`config.mk`:
```
export PLATFORM = sky130hd
export DESIGN_NAME = sd_mbw_engine
export DESIGN_NICKNAME = d
export VERILOG_FILES = /design/src/rtl/sd_mbw_pkg.sv /design/src/rtl/sd_mbw_crc_lane.sv /design/src/rtl/sd_mbw_serial.sv /design/src/rtl/sd_mbw_resp.sv /design/src/rtl/sd_mbw_engine.sv
export SDC_FILE = /design/constraint.sdc
export NUM_CORES = 1
export LEC_CHECK = 0
export ABC_CLOCK_PERIOD_IN_PS = 3600
export CORE_ASPECT_RATIO = 0.6
export CORE_MARGIN = 2
export CORE_UTILIZATION = 37
export DETAILED_ROUTE_END_ITERATION = 10
export HOLD_SLACK_MARGIN = 0.12
export PLACE_DENSITY = 0.56
export SLEW_MARGIN = 0
export SYNTH_ARGS = -nofsm -noshare
export SYNTH_HDL_FRONTEND = slang
export SYNTH_SLANG_ARGS = --single-unit
```
`constraint.sdc`:
```
create_clock -name clk -period 3.6 [get_ports clk]
set_clock_uncertainty 0.15 [all_clocks]
set_input_delay 0.72 -clock clk [delete_from_list [all_inputs] [get_ports clk]]
set_output_delay 0.72 -clock clk [all_outputs]
set_load 0.02 [all_outputs]
```
`src/rtl/sd_mbw_pkg.sv`:
```
package sd_mbw_pkg;

   localparam int unsigned LANES = 4;
   localparam logic [15:0] CRC16_POLY = 16'h1021;

   typedef enum logic [2:0] {
      S_IDLE, S_PREP, S_START, S_DATA, S_CRC, S_ENDB, S_RESP
   } wr_state_t;

   typedef enum logic [2:0] {
      R_IDLE, R_WAITSB, R_TOK, R_TEND, R_BUSY
   } rsp_state_t;

   function automatic logic [15:0] crc16_step(input logic [15:0] c, input logic b);
      logic fb;
      fb = c[15] ^ b;
      return {c[14:0], 1'b0} ^ (fb ? CRC16_POLY : 16'h0000);
   endfunction

endpackage

```
`src/rtl/sd_mbw_crc_lane.sv`:
```
module sd_mbw_crc_lane
   import sd_mbw_pkg::*;
(
   input  logic clk,
   input  logic rst_n,
   input  logic clr,
   input  logic upd,
   input  logic bit_i,
   input  logic shift,
   output logic msb
);
   logic [15:0] crc_q;

   always_ff @(posedge clk or negedge rst_n) begin
      if (!rst_n)     crc_q <= 16'h0000;
      else if (clr)   crc_q <= 16'h0000;
      else if (upd)   crc_q <= crc16_step(crc_q, bit_i);
      else if (shift) crc_q <= {crc_q[14:0], 1'b0};
   end

   assign msb = crc_q[15];
endmodule

```
`src/rtl/sd_mbw_serial.sv`:
```
module sd_mbw_serial (
   input  logic       clk,
   input  logic       rst_n,
   input  logic       load,
   input  logic       shift,
   input  logic       wide,
   input  logic [7:0] din,
   output logic [3:0] lane_bits
);
   logic [7:0] sh_q;

   always_ff @(posedge clk or negedge rst_n) begin
      if (!rst_n)     sh_q <= 8'h00;
      else if (load)  sh_q <= din;
      else if (shift) sh_q <= wide ? {sh_q[3:0], 4'h0} : {sh_q[6:0], 1'b0};
   end

   assign lane_bits = wide ? sh_q[7:4] : {3'b000, sh_q[7]};
endmodule

```
`src/rtl/sd_mbw_resp.sv`:
```
module sd_mbw_resp
   import sd_mbw_pkg::*;
(
   input  logic clk,
   input  logic rst_n,
   input  logic arm,
   input  logic dat0_i,
   output logic resp_ok,
   output logic resp_bad,
   output logic card_busy
);
   rsp_state_t rs_q;
   logic [1:0] cnt_q;
   logic [1:0] tok_q;
   logic       tok_last;
   logic       tok_good;

   assign tok_last = (rs_q == R_TOK) && (cnt_q == 2'd2);
   assign tok_good = ({tok_q, dat0_i} == 3'b010);

   always_ff @(posedge clk or negedge rst_n) begin
      if (!rst_n) begin
         rs_q  <= R_IDLE;
         cnt_q <= 2'd0;
         tok_q <= 2'b00;
      end else begin
         case (rs_q)
            R_IDLE:   if (arm) rs_q <= R_WAITSB;
            R_WAITSB: if (!dat0_i) begin
                         rs_q  <= R_TOK;
                         cnt_q <= 2'd0;
                      end
            R_TOK: begin
               tok_q <= {tok_q[0], dat0_i};
               cnt_q <= cnt_q + 2'd1;
               if (tok_last) rs_q <= tok_good ? R_TEND : R_IDLE;
            end
            R_TEND:   rs_q <= R_BUSY;
            R_BUSY:   if (dat0_i) rs_q <= R_IDLE;
            default:  rs_q <= R_IDLE;
         endcase
      end
   end

   assign resp_ok   = (rs_q == R_BUSY) && dat0_i;
   assign resp_bad  = tok_last && !tok_good;
   assign card_busy = (rs_q == R_BUSY);

   assert_tok_window_R7: assert property (@(posedge clk) disable iff (!rst_n)
      (rs_q == R_TOK) |-> (cnt_q <= 2'd2));
   assert_busy_stays_R8: assert property (@(posedge clk) disable iff (!rst_n)
      ((rs_q == R_BUSY) && !dat0_i) |=> (rs_q == R_BUSY));
endmodule

```
`src/rtl/sd_mbw_engine.sv`:
```
module sd_mbw_engine
   import sd_mbw_pkg::*;
#(
   parameter int unsigned BLOCK_BYTES = 512,
   parameter int unsigned CNT_W       = 16,
   parameter int unsigned ADDR_W      = 24
) (
   input  logic              clk,
   input  logic              rst_n,
   input  logic              start,
   input  logic              wide,
   input  logic [CNT_W-1:0]  blk_count,
   output logic              rd_req,
   output logic [ADDR_W-1:0] rd_addr,
   input  logic [7:0]        rd_data,
   output logic [3:0]        dat_o,
   output logic [3:0]        dat_oe,
   input  logic              dat0_i,
   output logic              done,
   output logic              err
);
   localparam int unsigned IDX_W = $clog2(BLOCK_BYTES);
   localparam logic [IDX_W-1:0] LAST_IDX = IDX_W'(BLOCK_BYTES - 1);

   if (BLOCK_BYTES < 2 || (BLOCK_BYTES & (BLOCK_BYTES - 1)) != 0) begin : g_bad_block
      $error("BLOCK_BYTES must be a power of two of at least 2");
   end
   if (ADDR_W < IDX_W) begin : g_bad_addr
      $error("ADDR_W too narrow for one block");
   end
   if (CNT_W < 1) begin : g_bad_cnt
      $error("CNT_W must be at least 1");
   end

   wr_state_t         st_q;
   logic              wide_q;
   logic [CNT_W-1:0]  blk_left_q;
   logic [IDX_W-1:0]  byte_idx_q;
   logic [2:0]        slot_q;
   logic [3:0]        crc_cnt_q;
   logic [ADDR_W-1:0] addr_q;
   logic              done_q;
   logic              err_q;

   logic [2:0] slot_last;
   logic [2:0] slot_pre;
   logic       more_bytes;
   logic       load_byte;
   logic       shift_byte;
   logic [3:0] lane_bits;
   logic [3:0] crc_msb;
   logic [3:0] lane_mask;
   logic [3:0] dat_mux;
   logic       driving;
   logic       resp_ok;
   logic       resp_bad;
   logic       card_busy;

   assign slot_last  = wide_q ? 3'd1 : 3'd7;
   assign slot_pre   = wide_q ? 3'd0 : 3'd6;
   assign more_bytes = (byte_idx_q != LAST_IDX);
   assign rd_req     = (st_q == S_PREP) ||
                       ((st_q == S_DATA) && (slot_q == slot_pre) && more_bytes);
   assign load_byte  = (st_q == S_START) ||
                       ((st_q == S_DATA) && (slot_q == slot_last) && more_bytes);
   assign shift_byte = (st_q == S_DATA);

   sd_mbw_serial u_ser (
      .clk      (clk),
      .rst_n    (rst_n),
      .load     (load_byte),
      .shift    (shift_byte),
      .wide     (wide_q),
      .din      (rd_data),
      .lane_bits(lane_bits)
   );

   for (genvar l = 0; l < LANES; l++) begin : g_lane
      sd_mbw_crc_lane u_crc (
         .clk  (clk),
         .rst_n(rst_n),
         .clr  (st_q == S_PREP),
         .upd  (st_q == S_DATA),
         .bit_i(lane_bits[l]),
         .shift(st_q == S_CRC),
         .msb  (crc_msb[l])
      );
   end

   sd_mbw_resp u_resp (
      .clk      (clk),
      .rst_n    (rst_n),
      .arm      (st_q == S_ENDB),
      .dat0_i   (dat0_i),
      .resp_ok  (resp_ok),
      .resp_bad (resp_bad),
      .card_busy(card_busy)
   );

   always_ff @(posedge clk or negedge rst_n) begin
      if (!rst_n) begin
         st_q       <= S_IDLE;
         wide_q     <= 1'b0;
         blk_left_q <= '0;
         byte_idx_q <= '0;
         slot_q     <= 3'd0;
         crc_cnt_q  <= 4'd0;
         addr_q     <= '0;
         done_q     <= 1'b0;
         err_q      <= 1'b0;
      end else begin
         if (rd_req) addr_q <= addr_q + ADDR_W'(1);
         case (st_q)
            S_IDLE: if (start && (blk_count != '0)) begin
               wide_q     <= wide;
               blk_left_q <= blk_count;
               addr_q     <= '0;
               done_q     <= 1'b0;
               err_q      <= 1'b0;
               st_q       <= S_PREP;
            end
            S_PREP: begin
               byte_idx_q <= '0;
               slot_q     <= 3'd0;
               st_q       <= S_START;
            end
            S_START: st_q <= S_DATA;
            S_DATA: begin
               if (slot_q == slot_last) begin
                  slot_q <= 3'd0;
                  if (more_bytes) begin
                     byte_idx_q <= byte_idx_q + IDX_W'(1);
                  end else begin
                     crc_cnt_q <= 4'd0;
                     st_q      <= S_CRC;
                  end
               end else begin
                  slot_q <= slot_q + 3'd1;
               end
            end
            S_CRC: begin
               crc_cnt_q <= crc_cnt_q + 4'd1;
               if (crc_cnt_q == 4'd15) st_q <= S_ENDB;
            end
            S_ENDB: st_q <= S_RESP;
            S_RESP: begin
               if (resp_bad) begin
                  err_q <= 1'b1;
                  st_q  <= S_IDLE;
               end else if (resp_ok) begin
                  if (blk_left_q == CNT_W'(1)) begin
                     done_q <= 1'b1;
                     st_q   <= S_IDLE;
                  end else begin
                     blk_left_q <= blk_left_q - CNT_W'(1);
                     st_q       <= S_PREP;
                  end
               end
            end
            default: st_q <= S_IDLE;
         endcase
      end
   end

   assign lane_mask = wide_q ? 4'hF : 4'h1;
   assign driving   = (st_q == S_START) || (st_q == S_DATA) ||
                      (st_q == S_CRC)   || (st_q == S_ENDB);

   always_comb begin
      case (st_q)
         S_START: dat_mux = 4'h0;
         S_DATA:  dat_mux = lane_bits;
         S_CRC:   dat_mux = crc_msb;
         default: dat_mux = 4'hF;
      endcase
   end

   assign dat_o   = dat_mux;
   assign dat_oe  = driving ? lane_mask : 4'h0;
   assign rd_addr = addr_q;
   assign done    = done_q;
   assign err     = err_q;

   assert_narrow_lanes_R2: assert property (@(posedge clk) disable iff (!rst_n)
      !wide_q |-> (dat_oe[3:1] == 3'b000));
   assert_start_low_R2: assert property (@(posedge clk) disable iff (!rst_n)
      $rose(dat_oe[0]) |-> (dat_o[0] == 1'b0));
   assert_end_high_R5: assert property (@(posedge clk) disable iff (!rst_n)
      $fell(dat_oe[0]) |-> $past(dat_o[0]));
   assert_addr_step_R6: assert property (@(posedge clk) disable iff (!rst_n)
      rd_req |=> (rd_addr == $past(rd_addr) + ADDR_W'(1)));
   assert_abort_R7: assert property (@(posedge clk) disable iff (!rst_n)
      resp_bad |=> (err && (dat_oe == 4'h0)));
   assert_busy_quiet_R8: assert property (@(posedge clk) disable iff (!rst_n)
      (card_busy && !dat0_i) |=> (dat_oe == 4'h0));
   assert_flags_excl_R9: assert property (@(posedge clk) disable iff (!rst_n)
      !(done && err));
endmodule

```
==> Yosys cells after proc, flatten, opt, wreduce, memory -nomap -nowiden <==
Cells that the tools add are included.
{ "totals": {"regBits": 141, "input_bits": 29, "output_inout_bits": 35, "word_cells": 159} }
{ "op_classes": {"add_sub_neg": 6, "n_eq_ne": 32, "n_mux": 64, "bitwise_logic": 8, "reduce_logical": 32} }
{ "op_table": {"columns": ["op", "count"], "rows": [
  ["2-to-1 mux 16 bit", 16],
  ["2-to-1 mux 24 bit", 3],
  ["XOR 16 bit", 4],
  ["2-to-1 mux 13 bit", 4],
  ["2-to-1 mux 3 bit", 13],
  ["one-hot mux 16 bit (2 select lines)", 1],
  ["adder 24 x 1 -> 24 bit, second input constant", 1],
  ["2-to-1 mux 8 bit", 3],
  ["!= test 2 bit, second input constant", 12],
  ["one-hot mux 3 bit (7 select lines)", 1],
  ["2-to-1 mux 4 bit", 5],
  ["2-to-1 mux 9 bit", 2],
  ["one-hot mux 9 bit (2 select lines)", 1],
  ["equality test 16 x 1 -> 1 bit, second input constant", 1],
  ["nonzero test 16 bit", 1],
  ["subtractor 16 x 1 -> 16 bit, second input constant", 1],
  ["equality test 3 x 2 -> 1 bit, second input constant", 5],
  ["one-hot mux 3 bit (5 select lines)", 1],
  ["AND reduction 5 bit", 3],
  ["equality test 3 bit, second input constant", 4],
  ["one-hot mux 4 bit (3 select lines)", 1],
  ["nonzero test 2 bit", 5],
  ["adder 9 x 1 -> 9 bit, second input constant", 1],
  ["!= test 9 bit, second input constant", 1],
  ["other kinds (24)", 52]
]} }

==> Logic depth before layout (Yosys ltp) <==
{ "logic_depth": {"ltp_word": 8, "depth_mapped": 9, "mapped_depth_nobuf": 8} }

==> Hierarchy <==
Synthesis repeated with hierarchy kept, for this count alone.
{ "unflattened": {"cells_unflattened": 773, "area_unflattened_um2": 7348.3} }
{ "modules_own_cells": {"columns": ["module", "n_inst", "cells_per_inst", "area_each_um2", "seq_area_each_um2"], "rows": [
  ["sd_mbw_engine", 1, 404, 3683.5, 1551.5],
  ["sd_mbw_crc_lane", 4, 70, 686.9, 400.4],
  ["sd_mbw_serial", 1, 48, 493.0, 200.2],
  ["sd_mbw_resp", 1, 41, 424.2, 175.2]
]} }

==> Least setup slack after synthesis <==
OpenSTA, ideal clock, no wires.
{ "synth_timing": {"kind": "reg-to-output", "startpoint": "register byte_idx_q[5]", "endpoint": "output rd_req", "arrival_ns": 1.896, "required_ns": 2.730, "path_slack_ns": 0.834, "path_stages_with_launch": 9, "path_cell_list": "dfrtp_1 > and3_1 > and2_1 > and4_1 > ha_1 > a211oi_2 > clkbuf_1 > nor2_1 > inv_1"} }
{ "synth_between": {"elab_chain_cells": 3} }
{ "synth_rtl": {"columns": ["element", "line_no", "text"], "rows": [
  ["start, declared", "sd_mbw_engine.sv:38", "logic [IDX_W-1:0] byte_idx_q;"],
  ["start signal, assigned", "sd_mbw_engine.sv:132", "byte_idx_q <= byte_idx_q + IDX_W'(1);"],
  ["!= test 9 bit", "sd_mbw_engine.sv:61", "assign more_bytes = (byte_idx_q != LAST_IDX);"],
  ["logical AND 1 bit", "sd_mbw_engine.sv:63", "((st_q == S_DATA) && (slot_q == slot_pre) && more_bytes);"],
  ["logical OR 1 bit", "sd_mbw_engine.sv:62", "assign rd_req = (st_q == S_PREP) ||"],
  ["end, declared", "sd_mbw_engine.sv:13", "output logic rd_req,"]
]} }
Every way passes these cells.

==> Worst setup path after layout <==
{ "layout_timing": {"startpoint": "register st_q[0]", "endpoint": "output dat_o[1]"} }
{ "layout_between": {"elab_chain_cells": 2, "word_cells_on_any_way": 4, "classes_between": "3 x eq/ne; 1 x mux"} }
{ "layout_rtl": {"columns": ["element", "line_no", "text"], "rows": [
  ["start, declared", "sd_mbw_engine.sv:35", "wr_state_t st_q;"],
  ["start signal, assigned", "sd_mbw_engine.sv:102", "st_q <= S_IDLE;"],
  ["start signal, assigned", "sd_mbw_engine.sv:120", "st_q <= S_PREP;"],
  ["start signal, assigned", "sd_mbw_engine.sv:125", "st_q <= S_START;"],
  ["equality test 3 bit or equality test 3 x 2 -> 1 bit (tied branches)", "sd_mbw_engine.sv:170", "case (st_q)"],
  ["one-hot mux 4 bit (3 select lines) (*)", "sd_mbw_engine.sv:170", null],
  ["end, declared", "sd_mbw_engine.sv:16", "output logic [3:0] dat_o,"]
]} }
Mark *: on every way between the ends. The rest lies on a longest branch, timed or not.

==> out/summary.txt <==
status = finished clean
Syn-to-layout area delta = 21.1%
fraction of layout cells with a size suffix above 1 = 9.85%
critical path class = reg -> out
num rows = 38
Synth area leaders = dfrtp_1 51%, a32o_1 7.8%, nor2_1 3.5%
met1 usage = 26.8%
CP endpoint kind = output pin
first-pass GRT wire length = 28.0 mm
placed cells = 948
pin count of the biggest net entering global routing = 60
most common cell in the netlist = dfrtp_1
Clock Path Buffers = 2
worst hold slack = 0.342 ns
drt pass-1 iters = 5
Final period util = 92.4%
vias = 5712
initial antenna violation count = 0
# nets final = 765
Hold Fails Final Rpt = 0
Post-Route Setup TNS = 0 ns
wire per inst = 17.4 um
Die H = 110 um
Skew-Pair Late Insertion Delay = 0.42 ns
vias in the first global route = 5399
Core Area = 18200 um^2
GRT met2 Usage = 24.6%
Non-Filler Instances = 981
cell taking the most area after synthesis = dfrtp_1
DRC = 0
Starting DRT DRC Count = 497
Chip Width = 180 um
Slew HR = 30.5%
CP required = 2.73 ns
CTS tree = yes
global routing's busiest layer = met1
Mapped Avg Cell Area = 10.2 um^2
Worst Hold Class = reg -> reg
Worst Tran Pin Value = 1.04 ns
RePlAce Congestion = 0.884
GRT overflow = 0
Port-buffer cells = 63
setup ws final = 0.272 ns
Avg Vias per Cell = 5.82
syn_nets = 715
Synth Flop Type = dfrtp_1
Detail Placement HPWL = 11.8 mm
mapped cell area = 6900 um^2
Power Density = 431 nW/um^2
max-cap violation count = 0
Tmin final = 3.33 ns
CP arrival = 2.46 ns
fillers = 1665
Commonest cells post-synth = 141 x dfrtp_1, 64 x nor2_1, 61 x nand2_1, 54 x a32o_1, 37 x o21ai_0
Routed WL = 17.1 mm
Yosys warnings = 0
clk slew on worst S/H paths = 0.06 ns
DP Worst Slack = 0.514 ns
aggregate global-route resource usage = 17.7%
fmax = 300 MHz
Netlist cell types = 61
CTS Buf Count = 17
Initial Utilization = 38.0%
IO Count = 64
diode count = 0
CP max FO = 12
Synth Register Bits = 141
die area = 19800 um^2
number of synthesized flops with an enable pin = 0
Leak = 3.57 nW
Worst VDD drop = 0.000289 V
asr flop ratio synth = 100%
RSZ-0062 raised after global routing = false
Final Max Slew Viols = 0
clock sink count = 141
Seq/Total Area, Yosys = 51.2%
Syn Inst Count = 678
met3 usage = 4.57%
Setup-failing EPs final = 0
H-tree Lvls = 4
Setup crit start kind = register
CTS root buffer = clkbuf_16
top cell type's share of synthesized area = 51.2%
ANT nets after route = 0
## flip-flops by register name, summed over array words and instances (netlist names)
name	flops
u_resp.cnt_q	2
u_ser.sh_q	8
slot_q	3
crc_cnt_q	4
st_q	3
g_lane.u_crc.crc_q	64
err	1
blk_left_q	16
done	1
rd_addr	24
byte_idx_q	9
u_resp.rs_q	3
u_resp.tok_q	2
wide_q	1
## where the power goes
group,total (mW),switching [mW],internal [mW]
logic,0.192,0.0831,0.109
registers,1.73,0.0546,1.67
clock network,1.68,0.692,0.990
total,3.60,0.830,2.77
## what timing repair did
| item | in CTS | in global routing |
|---|---|---|
| gates resized for setup | 0 | 1 |
| buffers inserted | 0 | 0 |
| endpoints found under the hold margin | 50 | 0 |
| setup endpoints to repair | 0 | 1 |
| hold buffers | 1 | 0 |
## critical path, stage by stage (launching register included)
cell and delay, ns:
dfrtp_1 0.43, buf_4 0.20, or3b_2 0.59, nor2_1 0.16
a21oi_1 0.10, clkdlybuf4s50_1 0.57
## per-stage QoR
step,power (mW),cell area (um^2),utilization [%]
after CTS,3.65,8350,46.0
after detailed placement,1.95,7770,42.8
after global routing,3.75,8350,46.0
after global placement,1.93,7770,42.8
after floorplan,1.84,6900,-
final,3.60,8350,46.0
## logic make-up (layout without fill, tap and decap cells)
group | count (synthesis) | count (layout) | share of synthesized area [%]
DFF | 141 | 141 | 51.2
and+or+nand+nor | 237 | 237 | 17.4
buffers and inverters | 66 | 129 | 3.92
xor gates and xnor gates | 18 | 18 | 2.29
AOI/OAI and AO/OA | 196 | 196 | 22.0
adders and majority gates | 8 | 8 | 1.45
muxes | 12 | 12 | 1.83
## layer usage
metal	wire length [um]	vias up
met4	109	0
li1	-	2677
met5	0	-
met1	9040	2849
met2	7010	177
met3	953	9
## cells in the final DEF, fill, tap and decap left out, types with 6 or more instances in the layout
| cell type | n |
|---|---|
| clkdlybuf4s50_1 | 61 |
| nor4_1 | 13 |
| a21oi_1 | 27 |
| or3b_2 | 8 |
| nor2_1 | 64 |
| a31oi_1 | 7 |
| a32o_1 | 54 |
| a221o_1 | 8 |
| and3_1 | 6 |
| o21ai_0 | 37 |
| buf_4 | 18 |
| nand2_1 | 61 |
| mux2i_1 | 7 |
| dfrtp_1 | 141 |
| inv_1 | 14 |
| o211ai_1 | 7 |
| or3_1 | 9 |
| ha_1 | 8 |
| o2111ai_1 | 6 |
| nand3b_1 | 6 |
| clkbuf_16 | 17 |
| nand3_1 | 19 |
| and2_1 | 9 |
| or4_1 | 9 |
| xor2_1 | 15 |
| nor3_1 | 14 |
## final timing paths
kind	start	end	slack, ns	cells after the start
max reg2reg	byte_idx_q[5]$_DFFE_PN0P_	rd_addr[20]$_DFF_PN0_	0.54	9
min reg2reg	g_lane[2].u_crc.crc_q[0]$_DFFE_PN0P_	g_lane[2].u_crc.crc_q[0]$_DFFE_PN0P_	0.34	2
max in group asynchronous	rst_n	g_lane[1].u_crc.crc_q[11]$_DFFE_PN0P_	1.81	3
min in group asynchronous	rst_n	blk_left_q[2]$_DFFE_PN0P_	0.65	2
max	st_q[0]$_DFFE_PN0P_	dat_o[1]	0.27	5
min	g_lane[2].u_crc.crc_q[0]$_DFFE_PN0P_	g_lane[2].u_crc.crc_q[0]$_DFFE_PN0P_	0.34	2
## layout make-up
type | instances | area (um^2) | share of cell area (%)
Multi-Input combinational cell | 471 | 3100 | 37.1
Clock buffer | 20 | 457 | 5.47
Sequential cell | 141 | 3530 | 42.3
Clock inverter | 12 | 113 | 1.35
Inverter | 14 | 52.6 | 0.629
Tap cell | 240 | 300 | 3.60
Timing Repair Buffer | 83 | 800 | 9.57
(Power assumes the default switching activity.)
